### config.mk
export PLATFORM = sky130hd
export DESIGN_NAME = irq_vector_status
export DESIGN_NICKNAME = d
export VERILOG_FILES = /design/src/rtl/irq_vector_status.sv
export SDC_FILE = /design/constraint.sdc
export NUM_CORES = 1
export LEC_CHECK = 0
export ABC_AREA = 1
export BUFFER_PORTS_ARGS = -buffer_cell sky130_fd_sc_hd__clkbuf_2
export CORE_MARGIN = 3
export CORE_UTILIZATION = 45
export CTS_BUF_LIST = sky130_fd_sc_hd__clkbuf_4 sky130_fd_sc_hd__clkbuf_8
export CTS_CLUSTER_DIAMETER = 30
export DETAILED_ROUTE_END_ITERATION = 6
export PLACE_DENSITY = 0.9
export SLEW_MARGIN = 20
export SYNTH_ARGS = -nofsm -noshare
export SYNTH_HDL_FRONTEND = slang
export SYNTH_SLANG_ARGS = --single-unit
### constraint.sdc
create_clock -name clk -period 1.21 [get_ports clk]
set_clock_uncertainty 0.1 [all_clocks]
set_input_delay 0.242 -clock clk [delete_from_list [all_inputs] [get_ports clk]]
set_output_delay 0.242 -clock clk [all_outputs]
set_load 0.005 [all_outputs]
### src/rtl/irq_vector_status.sv
module irq_vector_status #(
  parameter int STAT_W    = 16,
  parameter int MASK_W    = 5,
  parameter int RXR_BIT   = 3,
  parameter int TXR_BIT   = 4,
  parameter int BUSY_BIT  = 12,
  parameter int RXDMA_BIT = 15,
  parameter int TXDMA_BIT = 7
) (
  input  logic              clk,
  input  logic              rst,
  input  logic [STAT_W-1:0] evt_set,
  input  logic              bus_busy,
  input  logic [1:0]        reg_addr,
  input  logic              reg_wr,
  input  logic              reg_rd,
  input  logic [STAT_W-1:0] reg_wdata,
  output logic [STAT_W-1:0] reg_rdata,
  output logic              irq,
  output logic              rx_req,
  output logic              tx_req
);
  localparam int VW = $clog2(MASK_W + 1);
  localparam logic [1:0] A_MASK = 2'd0, A_STAT = 2'd1, A_VEC = 2'd2, A_DMA = 2'd3;
  localparam logic [STAT_W-1:0] KEEP = ~(STAT_W'(1) << BUSY_BIT);

  logic [STAT_W-1:0] stat, stat_clr;
  logic [MASK_W-1:0] mask, pend, clr;
  logic [VW-1:0]     vec;
  logic              dma_rx, dma_tx, rd_vec;

  assign pend   = stat[MASK_W-1:0] & mask;
  assign rd_vec = reg_rd && reg_addr == A_VEC;

  always_comb begin
    vec = '0;
    clr = '0;
    for (int i = MASK_W - 1; i >= 0; i--)
      if (pend[i]) begin
        vec    = VW'(i + 1);
        clr    = '0;
        clr[i] = 1'b1;
      end
  end

  assign stat_clr = rd_vec ? STAT_W'(clr) : '0;

  always_ff @(posedge clk) begin
    if (rst) begin
      stat   <= '0;
      mask   <= '0;
      dma_rx <= 1'b0;
      dma_tx <= 1'b0;
    end else begin
      stat <= ((stat & ~stat_clr) | evt_set) & KEEP;
      if (reg_wr) begin
        case (reg_addr)
          A_MASK: mask <= reg_wdata[MASK_W-1:0];
          A_DMA: begin
            dma_rx <= reg_wdata[RXDMA_BIT];
            dma_tx <= reg_wdata[TXDMA_BIT];
            if (reg_wdata[RXDMA_BIT]) mask[RXR_BIT] <= 1'b0;
            if (reg_wdata[TXDMA_BIT]) mask[TXR_BIT] <= 1'b0;
          end
          default: ;
        endcase
      end
    end
  end

  always_comb begin
    reg_rdata = '0;
    case (reg_addr)
      A_MASK: reg_rdata = STAT_W'(mask);
      A_STAT: reg_rdata = stat | (STAT_W'(bus_busy) << BUSY_BIT);
      A_VEC:  reg_rdata = STAT_W'(vec);
      default: begin
        reg_rdata[RXDMA_BIT] = dma_rx;
        reg_rdata[TXDMA_BIT] = dma_tx;
      end
    endcase
  end

  assign irq    = |pend;
  assign rx_req = dma_rx & stat[RXR_BIT];
  assign tx_req = dma_tx & stat[TXR_BIT];

  a_r1_irq_has_vector: assert property (@(posedge clk) disable iff (rst)
    irq == (vec != '0));
  a_r3_clears_one: assert property (@(posedge clk) disable iff (rst)
    (rd_vec && irq) |=> ((stat & $past(stat_clr & ~evt_set)) == '0));
  a_r5_rx_dma_mask: assert property (@(posedge clk) disable iff (rst)
    (reg_wr && reg_addr == A_DMA && reg_wdata[RXDMA_BIT]) |=> (!mask[RXR_BIT] && dma_rx));
  a_r5_tx_dma_mask: assert property (@(posedge clk) disable iff (rst)
    (reg_wr && reg_addr == A_DMA && reg_wdata[TXDMA_BIT]) |=> (!mask[TXR_BIT] && dma_tx));
  a_r9_sticky: assert property (@(posedge clk) disable iff (rst)
    !rd_vec |=> ((stat & $past(stat)) == $past(stat)));
  a_r10_reset: assert property (@(posedge clk)
    rst |=> (stat == '0 && mask == '0 && !irq && !rx_req && !tx_req));
endmodule

After elaboration in Yosys (flattened, before gate mapping) --
Index checks and enable logic that the tools add are counted.
Storage, ports and cells: bits in registers 23, bits of input ports 39, output and inout port bits 19
Cells by class: equal/unequal tests 5, muxes and demuxes 18, bitwise operators 7, reduce and logical (&&, ||, !) cells 9
Operators with widths (count):
- 5-bit 2-to-1 mux | 6
- 7-bit one-hot mux with 3 select lines | 1
- 16-bit bitwise AND | 1
- 5-bit inverter with 16-bit output | 1
- 16-bit by 13-bit bitwise OR with 16-bit output | 1
- 16-bit bitwise OR | 1
- 3-bit 2-to-1 mux | 5
- 7-bit 2-to-1 mux | 1
- 3-bit AND reduction | 2
- 5-bit bitwise AND | 1
- 5-bit OR reduction | 1
- 2-bit == test (second input constant) | 2
- 2-bit inequality test (second input constant) | 2
- 1-bit one-hot mux with 2 select lines | 2
- 2-bit one-hot mux with 2 select lines | 1
- 2-bit AND reduction | 2
- 1-bit bitwise AND | 2
- 2-bit by 1-bit == test with 1-bit output (second input constant) | 1
- 2-bit zero test | 1
- 1-bit 2-to-1 mux | 2
- 2-bit nonzero test | 1
- 2-bit OR reduction | 1
- 1-bit logical AND | 1

Longest topological paths before layout --
Gate-level depths: netlist of run 1.
word-level depth 10, mapped depth 7, depth with buffers taken out 7

Least setup slack after synthesis of run 1 --
No wires, ideal clock.
kind input port to output port, start input port reg_addr[0], end output port reg_rdata[1], arrival time 801 ps, required time 868 ps, slack 67 ps, stages on the path 6, path through buf_6 > inv_2 > nand2_1 > nor2_1 > nand2_1 > a21oi_1
On the way: word-level cells in the longest chain between the ends 2, elaborated cells on any way between the ends 4, those cells by class eq/ne (2); mux (1); reduce/logical (1)
RTL lines:
- start, declared | RTL line 14 | input logic [1:0] reg_addr,
- 2-bit == test (tied with other cells) | RTL line 73 | case (reg_addr)
- 7-bit one-hot mux with 3 select lines * | RTL line 73
- end, declared | RTL line 18 | output logic [STAT_W-1:0] reg_rdata,
Mark *: on every way between the ends. The rest lies on a longest branch, timed or not.

Worst setup path after layout of run 1 --
start register stat[4], end output port reg_rdata[0]
On the way: word-level cells in the longest chain between the ends 7
RTL lines:
- start, declared | RTL line 27 | logic [STAT_W-1:0] stat, stat_clr;
- start signal, assigned | RTL line 55 | stat <= ((stat & ~stat_clr) | evt_set) & KEEP;
- 5-bit bitwise AND | RTL line 32 | assign pend = stat[MASK_W-1:0] & mask;
- 3-bit 2-to-1 mux (5 in a row) | RTL line 39 | if (pend[i]) begin
- 7-bit one-hot mux with 3 select lines | RTL line 73
No other way between the ends.

==> results of run 1 <==
## synth_stat cells
master / number / area, sq um
a21oi_1: 12 / 60.1
inv_1: 27 / 101
clkbuf_1: 1 / 3.75
nor2_4: 1 / 11.3
nand2_2: 3 / 18.8
buf_2: 1 / 5.00
dfxtp_1: 22 / 440
o21ai_0: 3 / 15.0
nand4_1: 1 / 6.26
nand2_4: 1 / 11.3
nand3_2: 1 / 10.0
a22oi_1: 3 / 22.5
o211ai_1: 2 / 15.0
o21ai_1: 4 / 20.0
nor2_2: 1 / 6.26
buf_6: 1 / 11.3
nor2_1: 40 / 150
nand2_1: 28 / 105
inv_2: 1 / 3.75
nand3_1: 10 / 50.1
## report_power, final
part | leakage [nW] | switching (mW) | internal, mW
Sequential | 0.190 | 0.0508 | 0.776
Clock | 0.0279 | 0.247 | 0.336
Combinational | 0.780 | 0.223 | 0.189
## area by class of cell
| type | instances | area [sq um] | share of cell area (%) |
|---|---|---|---|
| multi-input combinational | 110 | 684 | 37.1 |
| inverter | 28 | 113 | 6.10 |
| clock buffer | 3 | 22.5 | 1.22 |
| timing repair buffer | 76 | 480 | 26.0 |
| clock inverter | 1 | 30.0 | 1.63 |
| tap | 28 | 35.0 | 1.90 |
| sequential | 22 | 480 | 26.0 |
## registers in the layout, indices dropped and copies added, names as in the netlist
| name | flops |
|---|---|
| stat | 15 |
| dma_tx | 1 |
| mask | 5 |
| dma_rx | 1 |
## per-stage QoR
| stage | setup TNS [ns] | total power [mW] | utilization, % |
|---|---|---|---|
| finish | -3.30 | 1.82 | 82.6 |
| global route | -4.19 | 1.88 | 82.6 |
| global placement | -1.42 | 1.10 | 65.4 |
| floorplan | 0 | 0.952 | - |
| detailed placement | -1.59 | 1.10 | 65.4 |
| CTS | -2.36 | 1.72 | 75.7 |
## repair_timing
| item | 4_1_cts | 5_1_grt |
|---|---|---|
| pin swaps | 25 | 18 |
| buffers inserted | 11 | 4 |
| endpoints found under the setup margin | 20 | 22 |
| resized for setup | 55 | 59 |
| hold buffers | 0 | 0 |
## cell families after synthesis
| logic type | synth area share [%] |
|---|---|
| DFF | 41.3 |
| buffers and inverters | 11.7 |
| AOI/OAI and AO/OA | 12.4 |
| and+or+nand+nor | 34.6 |
## routing by layer
layer | global-route usage, % | vias up | part of all wire, %
met5 | 0 | - | 0
met4 | 14.1 | 0 | 4.9
met3 | 2.18 | 34 | 9.3
met2 | 47.4 | 124 | 49
met1 | 36.6 | 687 | 37
li1 | - | 659 | -
## tightest hold or removal path: stages
cell and delay [ns]:
clkbuf_2 0.07, nor2_1 0.03, nor2_1 0.07
## final timing paths
path	end	cells after the start
max	reg_rdata[0]	7
min	stat[5]	3
max reg2reg	stat[2]	7
min reg2reg	stat[5]	2
==> flow_summary.json, run 1 <==
{
  "postSynthCellCount": 163,
  "required_ns": 0.87,
  "num_rows": 17,
  "grt_pass1_vias": 1243,
  "routed_via_density": 5.61,
  "core_sq_mm": 0.00223,
  "avgSynthCellArea_sq_um": 6.55,
  "startpoint_type": "register",
  "vdd.ir_drop.worst_mv": 1.19,
  "crit_top_cell": "nand2_2",
  "min_from": "evt_set[5]",
  "final_common_cell": "nor2_1",
  "violations": "negative setup slack",
  "placed_cells": 254,
  "cts_sinks": 22,
  "rrSetupSlack_ns": -0.10,
  "place_area_sq_mm": 0.00146,
  "timing.hold.ws_ns": 0.0104,
  "gr-usage-all-layers_pct": 28.5,
  "final_area_sq_mm": 0.00185,
  "post_route_cells_drive_above_1_share_pct": 65.4,
  "drt.antenna.violating_nets": 0,
  "fillers": 119,
  "clk_latency_ns": 0.33,
  "dp_hpwl_microns": 2240,
  "routedWlPerCell_microns": 17.6,
  "ys_ff_latch": 22,
  "drt_iter0_markers": 100,
  "max_slew_margin_pct": 85.4,
  "mostFrequentLayoutCells": "nor2_1, clkbuf_2, buf_4",
  "yosys_warnings": 0,
  "fmax_ghz": 0.593,
  "status": "complete, but fails checks",
  "overflow": 0,
  "nets": 280,
  "grt_pass1_wl_microns": 6000,
  "numCtsBuffers": 3,
  "synth.distinct_cells": 20,
  "num_io_pins": 58,
  "grt_max_degree": 14,
  "drt_wl_total_microns": 4720,
  "crit_type": "reg2out",
  "p_per_area_mw_per_mm2": 987,
  "path_cells": "nand2_4 -> inv_2 -> nand2_2 -> nand3_4 -> nand2_2 -> o211ai_1 -> buf_2",
  "leakage_nw": 0.998,
  "hold_viol": 0,
  "gp_congestion": 0.883,
  "clk_pin_slew_ns": 0.14,
  "r2r-start": "mask[1]",
  "die_x_microns": 54.7,
  "max-clock-path-buffers": 2,
  "worst_pin_slew_ns": 0.219,
  "synth_area_sq_mm": 0.00107,
  "synth_nets": 202,
  "cts_root_buf": "clkbuf_4",
  "antenna_found_initial": 0,
  "fin_crit_ns": 1.69,
  "critPathLaunch": "stat[4]",
  "fp.dieArea_sq_mm": 0.00299,
  "slowest_delay_ns": 0.38,
  "rsz0062_at_grt": "yes",
  "fin_crit_sh_pct": 139,
  "yosysSeqAreaShare_pct": 41.3,
  "area_delta_synth_final_pct": 72.9,
  "final_cell_count_no_fill": 268,
  "drt-pass1-iter-count": 5,
  "dieHeight_microns": 54.7,
  "drv_slew": 0,
  "cts_tree": "built",
  "n_antenna_cell": 0,
  "critPathSlowestCell": "dfxtp_4",
  "crit_arrival_ns": 1.35,
  "vias": 1504,
  "drc_errors": 0,
  "dp_slack_ns": -0.135,
  "crit_fanout": 3,
  "cpLargestDelayFamily": "flip-flops",
  "hp-class": "in2reg",
  "io_buffers": 47,
  "initial_core_util_pct": 47.8,
  "drv_cap": 0,
  "h-tree-depth": 1,
  "setup_viol": 21,
  "finalWorstSetupSlack_ns": -0.478,
  "cp_num_buf_inv": 2,
  "end_kind": "primary output"
}
Power figures use the tool's default switching activity.
==> inputs of run 2 (changes only) <==
==> constraint.sdc (replaced) <==
create_clock -name clk -period 1.21 [get_ports clk]
set_clock_uncertainty 0.1 [all_clocks]
set_input_delay 0.121 -clock clk [delete_from_list [all_inputs] [get_ports clk]]
set_output_delay 0.121 -clock clk [all_outputs]
set_load 0.005 [all_outputs]
==> run 2 against run 1 <==
The flow finishes with violations (negative hold slack, negative setup slack). Via count fell by 0.66%. Die area did not move. Final cell count rose by 3.4%. Power barely moved. Sequential power fell by 1%. Register-to-register slack improved by 0.08 ns. Routed wire length fell by 5.7%. Cell area fell by 1.4%. Combinational power fell by 2%. Worst hold slack got worse by 0.018 ns. Worst setup slack improved by 0.056 ns. Clock power rose by 2%.
==> flow_summary.json, run 2 (same netlist as run 1, synthesis figures left out) <==
{
  "max_slew_margin_pct": 85.1,
  "io_buffers": 47,
  "startpoint_type": "register",
  "slowest_delay_ns": 0.37,
  "nets": 289,
  "violations": "negative hold slack, negative setup slack",
  "drt-pass1-iter-count": 6,
  "drv_slew": 0,
  "drt_iter0_markers": 124,
  "crit_top_cell": "nand2_2",
  "end_kind": "primary output",
  "crit_fanout": 3,
  "timing.hold.ws_ns": -0.00710,
  "antenna_found_initial": 0,
  "final_area_sq_mm": 0.00182,
  "num_io_pins": 58,
  "p_per_area_mw_per_mm2": 1000,
  "setup_viol": 11,
  "rsz0062_at_grt": "yes",
  "overflow": 0,
  "fmax_ghz": 0.613,
  "required_ns": 0.99,
  "fp.dieArea_sq_mm": 0.00299,
  "h-tree-depth": 1,
  "vdd.ir_drop.worst_mv": 0.853,
  "cts_tree": "built",
  "fin_crit_sh_pct": 135,
  "finalWorstSetupSlack_ns": -0.422,
  "fin_crit_ns": 1.63,
  "drc_errors": 0,
  "p_int_mw": 1.32,
  "die_x_microns": 54.7,
  "hold_viol": 1,
  "crit_arrival_ns": 1.41,
  "num_rows": 17,
  "n_antenna_cell": 0,
  "final_cell_count_no_fill": 277,
  "clk_pin_slew_ns": 0.14,
  "drv_cap": 0,
  "gp_congestion": 0.908,
  "numCtsBuffers": 3,
  "final_common_cell": "nor2_1",
  "initial_core_util_pct": 47.8,
  "rrSetupSlack_ns": -0.02,
  "drt_wl_total_microns": 4450,
  "area_delta_synth_final_pct": 70.6,
  "seqPwrFrac_pct": 45.0,
  "top_regs": "stat: 15 flops, mask: 5 flops",
  "vias": 1494,
  "hp-class": "in2reg",
  "swShare_pct": 27.7,
  "core_sq_mm": 0.00223,
  "path_cells": "nand2_2 -> inv_1 -> nand2_2 -> nand3_2 -> nand2_1 -> o211ai_1 -> buf_2",
  "worst_pin_slew_ns": 0.221,
  "status": "complete, but fails checks",
  "routed_via_density": 5.39,
  "critPathSlowestCell": "dfxtp_2",
  "p_sw_mw": 0.503,
  "placed_cells": 243,
  "power_frac_comb_pct": 22.3,
  "grt_max_degree": 14,
  "clkPwrFrac_pct": 32.7,
  "routedWlPerCell_microns": 16.1,
  "largest_reg_flops": 15,
  "cts_sinks": 22,
  "max-clock-path-buffers": 2,
  "grt_pass1_vias": 1356,
  "mostFrequentLayoutCells": "nor2_1, clkbuf_2, dlygate4sd3_1",
  "crit_type": "reg2out",
  "place_area_sq_mm": 0.00138,
  "regMostFlops": "stat",
  "leakage_nw": 0.974,
  "dp_hpwl_microns": 2180,
  "post_route_cells_drive_above_1_share_pct": 47.8,
  "dieHeight_microns": 54.7,
  "grt_pass1_wl_microns": 5750,
  "clk_latency_ns": 0.33,
  "gr-usage-all-layers_pct": 27.2,
  "drt.antenna.violating_nets": 0,
  "cts_root_buf": "clkbuf_4"
}
==> run 2: repair_timing <==
action | in CTS | in global routing
resized for setup | 21 | 41
hold buffers | 22 | 0
setup buffers | 3 | 7
endpoints found under the hold margin | 21 | 0
pin swaps | 4 | 12
setup endpoints to repair | 7 | 20
==> run 2: stage by stage <==
stage                     TNS, ns  utilization [%]  power, mW  hold slack (ns)  worst slack [ns]
final                       -1.71             81.5       1.82         -0.00710            -0.422
after global placement          0             61.7       1.07            0.224            0.0248
after CTS                  -0.955             77.0       1.71           0.0120            -0.220
after detailed placement        0             61.7       1.08            0.232            0.0156
after global routing        -2.09             81.5       1.86           0.0193            -0.443
after floorplan                 0                -      0.952            0.137             0.169
==> run 2: path summary, 6_finish.rpt <==
kind | from | endpoint | cells after the start
setup / recovery | mask[4] | reg_rdata[0] | 7
hold / removal | reg_wdata[2] | mask[2] | 3
setup reg to reg | mask[1] | stat[2] | 7
hold reg to reg | dma_rx | dma_rx | 2
==> run 2: final cells by class <==
class,count,area (sq um)
clock buffer,3,22.5
clock inverter,1,30.0
fill,127,413
inverter,28,105
multi-input combinational,110,578
sequential,22,463
tap,28,35.0
timing repair buffer,85,587
==> run 2: power by group through the flow <==
stage	combinational (mW)	clock (mW)	sequential (mW)
CTS	0.345	0.564	0.804
detailed placement	0.267	0	0.814
floorplan	0.142	0	0.810
global placement	0.260	0	0.812
finish	0.406	0.596	0.818
global route	0.435	0.604	0.821
==> run 2: worst max-delay path, delay by kind of cell (launching register included) <==
family	cells	cell delay [ns]
flops	1	0.37
buf+inv	2	0.22
simple gates	4	0.39
compound gates	1	0.11
==> run 2: layer usage <==
layer / part of all wire, % / vias up / GRT usage [%] / wire length [microns]
met2: 49 / 112 / 46.7 / 2170
met5: 0 / - / 0 / 0
met4: 6.2 / 0 / 17.4 / 274
li1: - / 676 / - / -
met1: 37 / 672 / 31.7 / 1630
met3: 8.3 / 34 / 3.00 / 369
==> inputs of run 3 (changes only) <==
SKIP_LAST_GASP = 1   (was unset)
==> run 3 against run 2 <==
Non-clock buffer count is 2 lower. Sequential cell count stayed put. The run still ends with negative hold slack, negative setup slack left. Fmax is 7.2% higher. Sequential power hardly changed. Cell area is 0.69% lower. Largest power group unchanged. Clock-buffer cell count stayed put. Critical path type unchanged.
==> flow_summary.json, run 3 (same netlist as run 1, synthesis figures left out) <==
{
  "status": "complete, but fails checks",
  "violations": "negative hold slack, negative setup slack",
  "fmax_ghz": 0.657,
  "drt.antenna.violating_nets": 0,
  "leakage_nw": 0.970,
  "max_slew_margin_pct": 83.5,
  "crit_fanout": 3,
  "fin_crit_ns": 1.52,
  "hold_viol": 1,
  "die_x_microns": 54.7,
  "io_buffers": 47,
  "post_route_cells_drive_above_1_share_pct": 46.6,
  "end_kind": "primary output",
  "fin_crit_sh_pct": 126,
  "clk_latency_ns": 0.33,
  "p_per_area_mw_per_mm2": 998,
  "vdd.ir_drop.worst_mv": 0.843,
  "antenna_found_initial": 0,
  "initial_core_util_pct": 47.8,
  "drv_slew": 0,
  "gp_congestion": 0.908,
  "cts_tree": "built",
  "top_regs": "stat: 15 flops, mask: 5 flops",
  "dieHeight_microns": 54.7,
  "drv_cap": 0,
  "overflow": 0,
  "area_delta_synth_final_pct": 69.4,
  "crit_arrival_ns": 1.30,
  "timing.hold.ws_ns": -0.00186,
  "finalWorstSetupSlack_ns": -0.312,
  "cts_root_buf": "clkbuf_4",
  "core_sq_mm": 0.00223,
  "vias": 1504,
  "drt_wl_total_microns": 4510,
  "power.total_mw": 1.80,
  "numCtsBuffers": 3,
  "startpoint_type": "register",
  "clk_pin_slew_ns": 0.14,
  "grt_max_degree": 14,
  "h-tree-depth": 1,
  "drc_errors": 0,
  "grt_pass1_wl_microns": 5800,
  "cts_sinks": 22,
  "drt_iter0_markers": 66,
  "hp-class": "in2reg",
  "routedWlPerCell_microns": 16.4,
  "final_util_pct": 81.0,
  "num_io_pins": 58,
  "fp.dieArea_sq_mm": 0.00299,
  "setup_viol": 9,
  "grt_pass1_vias": 1306,
  "n_antenna_cell": 0,
  "rsz0062_at_grt": "yes",
  "regMostFlops": "stat",
  "nets": 287,
  "num_rows": 17,
  "drt-pass1-iter-count": 6,
  "routed_via_density": 5.47,
  "mostFrequentLayoutCells": "clkbuf_2, nor2_1, inv_1",
  "dp_hpwl_microns": 2180,
  "gr-usage-all-layers_pct": 27.4,
  "final_common_cell": "clkbuf_2",
  "crit_type": "reg2out",
  "required_ns": 0.99,
  "dp_slack_ns": 0.0156,
  "fillers": 136,
  "largest_reg_flops": 15,
  "max-clock-path-buffers": 2,
  "worst_pin_slew_ns": 0.247
}
==> run 3: cell count changes in the layout (fill, tap and decap cells not counted), sizes merged <==
| cell | delta |
|---|---|
| buf | -3 |
| clkbuf | +1 |
==> run 3: final timing paths <==
check | from | to | slack (ns) | cells after the start
max | mask[3] | reg_rdata[0] | -0.31 | 6
min reg2reg | stat[11] | stat[11] | 0.38 | 2
min | rst | stat[11] | -0.002 | 2
max reg2reg | mask[1] | stat[1] | 0.02 | 5
==> run 3: repair_timing <==
action / CTS / global route
endpoints found under the setup margin: 7 / 20
endpoints found under the hold margin: 21 / 0
pin swaps: 4 / 8
hold buffers: 22 / 0
buffers inserted: 3 / 3
gates resized for setup: 19 / 39
==> run 3: through the flow <==
step                      area [sq um]  std cells  setup TNS (ns)
after global placement            1380        243               0
after CTS                         1710        272          -0.976
after detailed placement          1380        243               0
final                             1810        275           -1.36
after floorplan                   1070        163               0
after global routing              1810        275           -1.95
==> run 3: worst max-delay path, stage by stage, from the launching register on <==
cell	delay (ns)
dfxtp_1	0.37
nand2_1	0.11
nand2_2	0.12
nand3_2	0.08
nand2_1	0.08
o211ai_1	0.08
buf_2	0.14
==> run 3: routing by layer <==
layer	share of wire (%)	vias to the layer above	GRT usage (%)
met3	8.8	34	3.27
met1	34	668	32.5
met2	50	123	50.4
met4	6.4	0	8.71
li1	-	679	-
met5	0	-	0
==> run 3: cell type report <==
| type | count | area [sq um] | share of cell area (%) |
|---|---|---|---|
| Clock buffer | 3 | 22.5 | 1.25 |
| Clock inverter | 1 | 30.0 | 1.66 |
| Inverter | 28 | 105 | 5.81 |
| Multi-Input combinational cell | 110 | 574 | 31.8 |
| Sequential cell | 22 | 467 | 25.8 |
| Tap cell | 28 | 35.0 | 1.94 |
| Timing Repair Buffer | 83 | 574 | 31.8 |
==> run 3: where the power goes <==
part           leakage (nW)  total (mW)  internal, mW  switching (mW)
Sequential            0.188       0.817         0.779          0.0374
Clock                0.0279       0.588         0.335           0.253
Combinational         0.754       0.400         0.195           0.206
